`src/rtl/idle_thr_pkg.sv`:
```
package idle_thr_pkg;

    typedef enum logic [1:0] {
        ST_RUN = 2'd0,
        ST_C2  = 2'd1,
        ST_C3  = 2'd2,
        ST_C4  = 2'd3
    } cstate_e;

    // Qualified break classes for the current cycle
    typedef struct packed {
        logic general;   // any source that returns to running
        logic bm_hit;    // qualified bus-master activity in a deep state
    } brk_t;

    // Depth code of a level read maps directly onto the state encoding
    function automatic cstate_e depth_to_state(input logic [1:0] code);
        return cstate_e'(code);
    endfunction

    function automatic logic is_deep(input cstate_e s);
        return (s == ST_C3) || (s == ST_C4);
    endfunction

endpackage

```
`src/rtl/idle_break_qual.sv`:
```
module idle_break_qual
    import idle_thr_pkg::*;
#(
    parameter int NUM_IRQ = 24
) (
    input  cstate_e              cur_state,
    input  logic [NUM_IRQ-1:0]   irq_req,
    input  logic [NUM_IRQ-1:0]   irq_mask,
    input  logic                 nmi_evt,
    input  logic                 smi_evt,
    input  logic                 init_evt,
    input  logic                 pend_brk,
    input  logic                 pend_brk_en,
    input  logic                 bm_req,
    input  logic                 bm_reload,
    output brk_t                 brk
);

    logic [NUM_IRQ-1:0] irq_live;
    logic               any_irq;

    for (genvar i = 0; i < NUM_IRQ; i++) begin : g_irq
        assign irq_live[i] = irq_req[i] & ~irq_mask[i];
    end

    assign any_irq = |irq_live;

    always_comb begin
        brk.general = any_irq | nmi_evt | smi_evt | init_evt
                    | (pend_brk & pend_brk_en);
        brk.bm_hit  = bm_req & bm_reload & is_deep(cur_state);
    end

endmodule

```
`src/rtl/idle_state_fsm.sv`:
```
module idle_state_fsm
    import idle_thr_pkg::*;
(
    input  logic       clk,
    input  logic       rst,
    input  logic       lvl_rd,
    input  logic [1:0] lvl_code,
    input  logic       slp_en,
    input  logic       bm_to_c2,
    input  brk_t       brk,
    output cstate_e    state_q
);

    cstate_e state_d;

    always_comb begin
        state_d = state_q;
        unique case (state_q)
            ST_RUN: begin
                if (lvl_rd && !slp_en && (lvl_code != 2'd0))
                    state_d = depth_to_state(lvl_code);
            end
            default: begin
                if (brk.general)
                    state_d = ST_RUN;
                else if (brk.bm_hit)
                    state_d = bm_to_c2 ? ST_C2 : ST_RUN;
            end
        endcase
    end

    always_ff @(posedge clk) begin
        if (rst) state_q <= ST_RUN;
        else     state_q <= state_d;
    end

endmodule

```
`src/rtl/throttle_gen.sv`:
```
module throttle_gen #(
    parameter int PERIOD_W = 10,
    parameter int DUTY_W   = 3
) (
    input  logic              clk,
    input  logic              rst,
    input  logic              thr_on,
    input  logic              in_run,
    input  logic [DUTY_W-1:0] duty,
    output logic              thr_stop
);

    localparam logic [PERIOD_W-1:0] CNT_MAX = {PERIOD_W{1'b1}};

    logic [PERIOD_W-1:0] period_cnt;
    logic                armed_q;
    logic [DUTY_W-1:0]   slot;

    always_ff @(posedge clk) begin
        if (rst) period_cnt <= '0;
        else     period_cnt <= period_cnt + 1'b1;
    end

    always_ff @(posedge clk) begin
        if (rst)
            armed_q <= 1'b0;
        else if (!in_run || !thr_on)
            armed_q <= 1'b0;
        else if (period_cnt == CNT_MAX)
            armed_q <= 1'b1;
    end

    assign slot     = period_cnt[PERIOD_W-1 -: DUTY_W];
    assign thr_stop = armed_q & thr_on & (slot < duty);

endmodule

```
`src/rtl/cpu_idle_throttle.sv`:
```
module cpu_idle_throttle
    import idle_thr_pkg::*;
#(
    parameter int NUM_IRQ  = 24,
    parameter int PERIOD_W = 10,
    parameter int DUTY_W   = 3
) (
    input  logic               clk,
    input  logic               rst,
    input  logic               lvl_rd,
    input  logic [1:0]         lvl_code,
    input  logic [NUM_IRQ-1:0] irq_req,
    input  logic [NUM_IRQ-1:0] irq_mask,
    input  logic               nmi_evt,
    input  logic               smi_evt,
    input  logic               init_evt,
    input  logic               bm_req,
    input  logic               bm_reload,
    input  logic               bm_to_c2,
    input  logic               pend_brk,
    input  logic               pend_brk_en,
    input  logic               thr_en,
    input  logic               thr_force,
    input  logic               slp_en,
    input  logic [DUTY_W-1:0]  thr_duty,
    output logic               stop_clk_o,
    output logic [1:0]         state_o
);

    cstate_e cur_state;
    brk_t    brk;
    logic    thr_on;
    logic    thr_stop;

    // Sleep entry overrides both throttle request bits
    assign thr_on = (thr_en | thr_force) & ~slp_en;

    idle_break_qual #(.NUM_IRQ(NUM_IRQ)) u_qual (
        .cur_state   (cur_state),
        .irq_req     (irq_req),
        .irq_mask    (irq_mask),
        .nmi_evt     (nmi_evt),
        .smi_evt     (smi_evt),
        .init_evt    (init_evt),
        .pend_brk    (pend_brk),
        .pend_brk_en (pend_brk_en),
        .bm_req      (bm_req),
        .bm_reload   (bm_reload),
        .brk         (brk)
    );

    idle_state_fsm u_fsm (
        .clk      (clk),
        .rst      (rst),
        .lvl_rd   (lvl_rd),
        .lvl_code (lvl_code),
        .slp_en   (slp_en),
        .bm_to_c2 (bm_to_c2),
        .brk      (brk),
        .state_q  (cur_state)
    );

    throttle_gen #(.PERIOD_W(PERIOD_W), .DUTY_W(DUTY_W)) u_thr (
        .clk      (clk),
        .rst      (rst),
        .thr_on   (thr_on),
        .in_run   (cur_state == ST_RUN),
        .duty     (thr_duty),
        .thr_stop (thr_stop)
    );

    assign state_o    = cur_state;
    assign stop_clk_o = (cur_state != ST_RUN) | thr_stop;

endmodule

```
`config.mk`:
```
export PLATFORM = sky130hd
export DESIGN_NAME = cpu_idle_throttle
export DESIGN_NICKNAME = d
export VERILOG_FILES = /design/src/rtl/idle_thr_pkg.sv /design/src/rtl/idle_break_qual.sv /design/src/rtl/idle_state_fsm.sv /design/src/rtl/throttle_gen.sv /design/src/rtl/cpu_idle_throttle.sv
export SDC_FILE = /design/constraint.sdc
export NUM_CORES = 1
export LEC_CHECK = 0
export ABC_AREA = 0
export BUFFER_PORTS_ARGS = -buffer_cell sky130_fd_sc_hd__buf_4
export CELL_PAD_IN_SITES_DETAIL_PLACEMENT = 1
export CELL_PAD_IN_SITES_GLOBAL_PLACEMENT = 1
export CORE_UTILIZATION = 23
export CTS_BUF_LIST = sky130_fd_sc_hd__clkbuf_8
export CTS_CLUSTER_SIZE = 16
export DETAILED_ROUTE_END_ITERATION = 10
export PLACE_DENSITY = 0.86
export RECOVER_POWER = 25
export SETUP_SLACK_MARGIN = 0.3
export SKIP_LAST_GASP = 1
export SYNTH_ARGS = -nofsm -noshare
export SYNTH_HDL_FRONTEND = slang
export SYNTH_SLANG_ARGS = --single-unit
```
`constraint.sdc`:
```
create_clock -name clk -period 1.24 [get_ports clk]
set_input_delay 0.124 -clock clk [delete_from_list [all_inputs] [get_ports clk]]
set_output_delay 0.124 -clock clk [all_outputs]
set_load 0.05 [all_outputs]
```
-- After elaboration in Yosys (flattened, before gate mapping)
Index checks and enable logic that the tools add are counted.
- bits in registers: 13
- $add $sub $neg: 1
- $lt $le $gt $ge: 1
- equality and inequality tests: 4
- muxes and demuxes: 5
- bitwise logic cells: 61
- reduce and logical (&&, ||, !) cells: 14
- operators with widths (cell ; count):
    bitwise AND 1 bit ; 30
    inverter 1 bit ; 25
    OR reduction 24 bit ; 1
    adder 10 x 1 -> 10 bit (second input constant) ; 1
    == test 10 bit (second input constant) ; 1
    two-way mux 2 bit ; 4
    OR 1 bit ; 6
    == test 2 bit (second input constant) ; 2
    nonzero test 2 bit ; 2
    zero test 1 bit ; 3
    < comparator 3 bit ; 1
    nonzero test 3 bit ; 1
    logical AND 1 bit ; 2
    zero test 2 bit ; 1
    logical OR 1 bit ; 2
    != test 2 bit (second input constant) ; 1
    AND reduction 2 bit ; 1
    OR reduction 2 bit ; 1
    two-way mux 1 bit ; 1

-- Longest topological paths before layout
- depth after elaboration: 9
- mapped depth: 5
- gate-level depth less buffers: 5

-- Hierarchy
A second synthesis with hierarchy kept.
- cell total of the unflattened synthesis: 116
- area total of the unflattened synthesis: 912.1 µm²
- by module, submodules not included (module ; times used ; cells an instance ; area an instance (µm²)):
    throttle_gen ; 1 ; 57 ; 521.8
    idle_break_qual ; 1 ; 41 ; 226.5
    idle_state_fsm ; 1 ; 15 ; 143.9
    cpu_idle_throttle ; 1 ; 3 ; 20.0

-- Least setup slack after synthesis
OpenSTA, ideal clock, no wires.
- path kind: register -> output
- start point: reg u_thr.period_cnt[8]
- end point: out stop_clk_o
- arrival: 1.285 ns
- required time: 1.116 ns
- slack: -0.169 ns
- stages on the path, launching flop included: 5
- path through: dfxtp_1 -> ha_1 -> a21boi_0 -> o21ai_0 -> a41o_1
- word-level cells in the longest chain between the ends: 3
- ends and longest elaborated chain (element ; line ; source):
    start, declared ; throttle_gen.sv:15 ; logic [PERIOD_W-1:0] period_cnt;
    start signal, assigned ; throttle_gen.sv:21 ; else period_cnt <= period_cnt + 1'b1;
    < comparator 3 bit ; throttle_gen.sv:34 ; assign thr_stop = armed_q & thr_on & (slot < duty);
    bitwise AND 1 bit ; throttle_gen.sv:34 ;
    OR 1 bit ; cpu_idle_throttle.sv:73 ; assign stop_clk_o = (cur_state != ST_RUN) | thr_stop;
    end, declared ; cpu_idle_throttle.sv:26 ; output logic stop_clk_o,
Every way passes these cells.

-- Worst setup path in the final report
Same ends and word-level chain as after synthesis.

==> run summary <==
DP Worst Slack -> -0.137 ns
Final Util -> 0.505
Syn-to-layout area delta -> 107%
largest net degree at the start of global routing -> 14
Final #Nets -> 264
antenna viol nets, final -> 0
flop2flop setup slack -> -0.01 ns
Reg-to-Reg End -> u_thr.period_cnt[9]$_SDFF_PP0_
WL met1 -> 1.39 mm
layout cell share with drive strength beyond 1 -> 0.611
Mean Syn Cell Area -> 7.60 um2
count of final setup violators -> 3
post-synth top area cell -> dfxtp_1
GRT overflow -> 0
outcome -> finished with violations
placed cells -> 229
Setup crit end kind -> output port
CTS tree -> built
Cell Area, Synth -> 836 um2
family with the most delay on the worst path -> compound AO/OA/AOI/OAI gates
slew margin rel. -> 0.834
Top FF cell, synth -> dfxtp_1
Root Driver -> clkbuf_8
Slew Viols, Final -> 0
Synth async-reset ratio -> 0
I/O pin count -> 70
Hold EP -> u_fsm.state_q[1]$_SDFFE_PP0P_
DPL Wire Length -> 2.63 mm
worst setup margin -> -0.359 ns
CTS sink cnt -> 13
fin crit period -> 1.60 ns
Syn Nets -> 180
Final Hold Viols -> 0
met2 wire length -> 1.92 mm
# DRC -> 0
Avg WL per Cell -> 14.7 um
Post-Syn Instances -> 110
met3 routed WL -> 162 um
fin cells -> 239
Buffers on Ports -> 69
H-Tree Depth -> 1
Starting Density -> 0.245
static leakage -> 0.811 nW
Reg2Reg Launch Point -> u_thr.period_cnt[5]$_SDFF_PP0_
top cells by area, synth -> dfxtp_1 (31%), inv_1 (11%), ha_1 (4.5%), nor2_1 (4.5%), o22ai_1 (4.5%)
failing checks -> negative setup slack
TritonCTS Buffers -> 3
Core Area -> 3420 um2
Worst setup SP type -> flop
first-pass GRT wire length -> 5.53 mm
crit-path max cell delay -> 0.35 ns
Hold-fix buffers, CTS -> 0
num rows -> 21
critical path's slowest cell -> dfxtp_2
Peak Freq -> 0.625 GHz
Vias -> 1078
Critical Path RT -> 1.12 ns
hold-critical path depth -> 3
maximum fanout along the worst path -> 2
Vias/cell -> 4.51
Synth top cells by count -> inv_1 (24), dfxtp_1 (13), nor2_1 (10), nand3_1 (6), o22ai_1 (6)
Netlist cell types -> 30
clock-pin slew on the worst setup and hold paths -> 0.06 ns
1st-pass router iterations -> 3
Worst Path Buf+Inv -> 1
final setup skew -> 0.00241 ns
number of enable flip-flop cells after synthesis -> 0
initial antenna violation count -> 0
GRT Total Usage -> 0.184
clock latency on the worst-skew pair -> 0.25 ns
Yosys reg bits -> 13
worst-case reg-to-reg path depth -> 4
vias in the first global route -> 1184
fin area -> 1730 um2
Die X -> 62.3 um
Initial DRC Count -> 39
post-synth top area share -> 0.311
Worst Path Class, Setup -> flop to output port
hold slack -> 0.143 ns
GP Congestion -> 0.769
Power Density -> 677 nW/um2
worst path cell trace -> ha_4 > a21boi_2 > o21ai_1 > a41o_4 > buf_8
Hold Path Origin -> lvl_code[1]
Routed WL -> 3.52 mm
Max clock buf depth -> 2
Die Height -> 62.3 um
antenna cells -> 0
VDD IR max -> 0.518 mV
unrepaired setup endpoints after global routing -> yes
highest metal used -> met4
Max Cap Viol -> 0
Area after DPL -> 1520 um2
die area -> 3880 um2
Yosys warnings -> 0
Slew @ Worst Pin -> 0.246 ns
Seq/Total Area, Yosys -> 0.311
leading cell type by number of instances after synthesis -> inv_1
WP data arrival -> 1.48 ns
final worst-path cycle share -> 1.29
HP Class -> input pin to flop
placed cells by master (no fill, tap or decap), types with 3 or more instances in the layout:
cell / instances
dfxtp_4: 5
nand2b_1: 3
a21oi_2: 3
nand2_1: 4
clkbuf_8: 3
dfxtp_2: 4
buf_4: 74
o22ai_1: 6
o21ai_1: 3
nor2_1: 8
buf_6: 5
dfxtp_1: 4
inv_1: 25
xor2_1: 3
nand3_4: 3
layout make-up:
class	count	area, um2
Fill cell	416	1690
Sequential cell	13	284
Multi-Input combinational cell	72	623
Tap cell	46	57.6
Timing Repair Buffer	80	627
Clock buffer	3	41.3
Clock inverter	1	3.75
Inverter	24	90.1
metrics by stage:
step                total power, mW  TNS (ns)
finish                         1.17    -0.378
global route                   1.24    -0.543
CTS                            1.17    -0.347
detailed placement            0.766    -0.272
global placement              0.757    -0.142
floorplan                     0.571         0
what timing repair did:
action                                  in CTS  in global routing
pin swaps                                    7                  9
buffers inserted                             3                  3
resized for setup                           13                 16
endpoints found under the setup margin      11                 12
cloned                                       0                  0
hold endpoints to repair                     0                  0
tightest hold or removal path, stage by stage:
cell and delay (ns):
buf_4 0.08, nand3_1 0.06, o21ai_1 0.09
cells by family after synthesis:
logic type                 share of synthesized area
adders and majority gates                     0.0449
AOI/OAI and AO/OA                              0.225
buffers and inverters                          0.112
and+or+nand+nor                                0.254
xor gates and xnor gates                      0.0524
DFF                                            0.311
per-layer routing:
metal / vias up / track usage
met5: - / 0
met4: 0 / 0.0552
met3: 7 / 0.0460
met2: 40 / 0.356
met1: 493 / 0.191
li1: 538 / -
how the worst max path moves through the flow:
| stage | startpoint | endpoint | slack, ns | cells after the start |
|---|---|---|---|---|
| after detailed placement | nmi_evt | u_fsm.state_q[0]$_SDFFE_PP0P_ | -0.14 | 6 |
| after floorplan | u_thr.period_cnt[8]$_SDFF_PP0_ | stop_clk_o | 0.0008 | 4 |
| after global routing | u_thr.period_cnt[8]$_SDFF_PP0_ | stop_clk_o | -0.44 | 5 |
| final | u_thr.period_cnt[8]$_SDFF_PP0_ | stop_clk_o | -0.36 | 5 |
| after global placement | u_thr.period_cnt[8]$_SDFF_PP0_ | stop_clk_o | -0.08 | 5 |
| after CTS | u_thr.period_cnt[8]$_SDFF_PP0_ | stop_clk_o | -0.35 | 5 |
power by group:
group | switching [mW] | internal (mW) | total, mW | leakage, nW
clock | 0.165 | 0.219 | 0.384 | 0.0269
sequential | 0.0161 | 0.427 | 0.443 | 0.111
combinational | 0.128 | 0.213 | 0.341 | 0.673
total | 0.309 | 0.859 | 1.17 | 0.811
flip-flops by register name, indices dropped and copies added, names as in the netlist:
register and flops:
u_thr.armed_q 1, u_fsm.state_q 2, u_thr.period_cnt 10
Power figures use the tool's default switching activity.
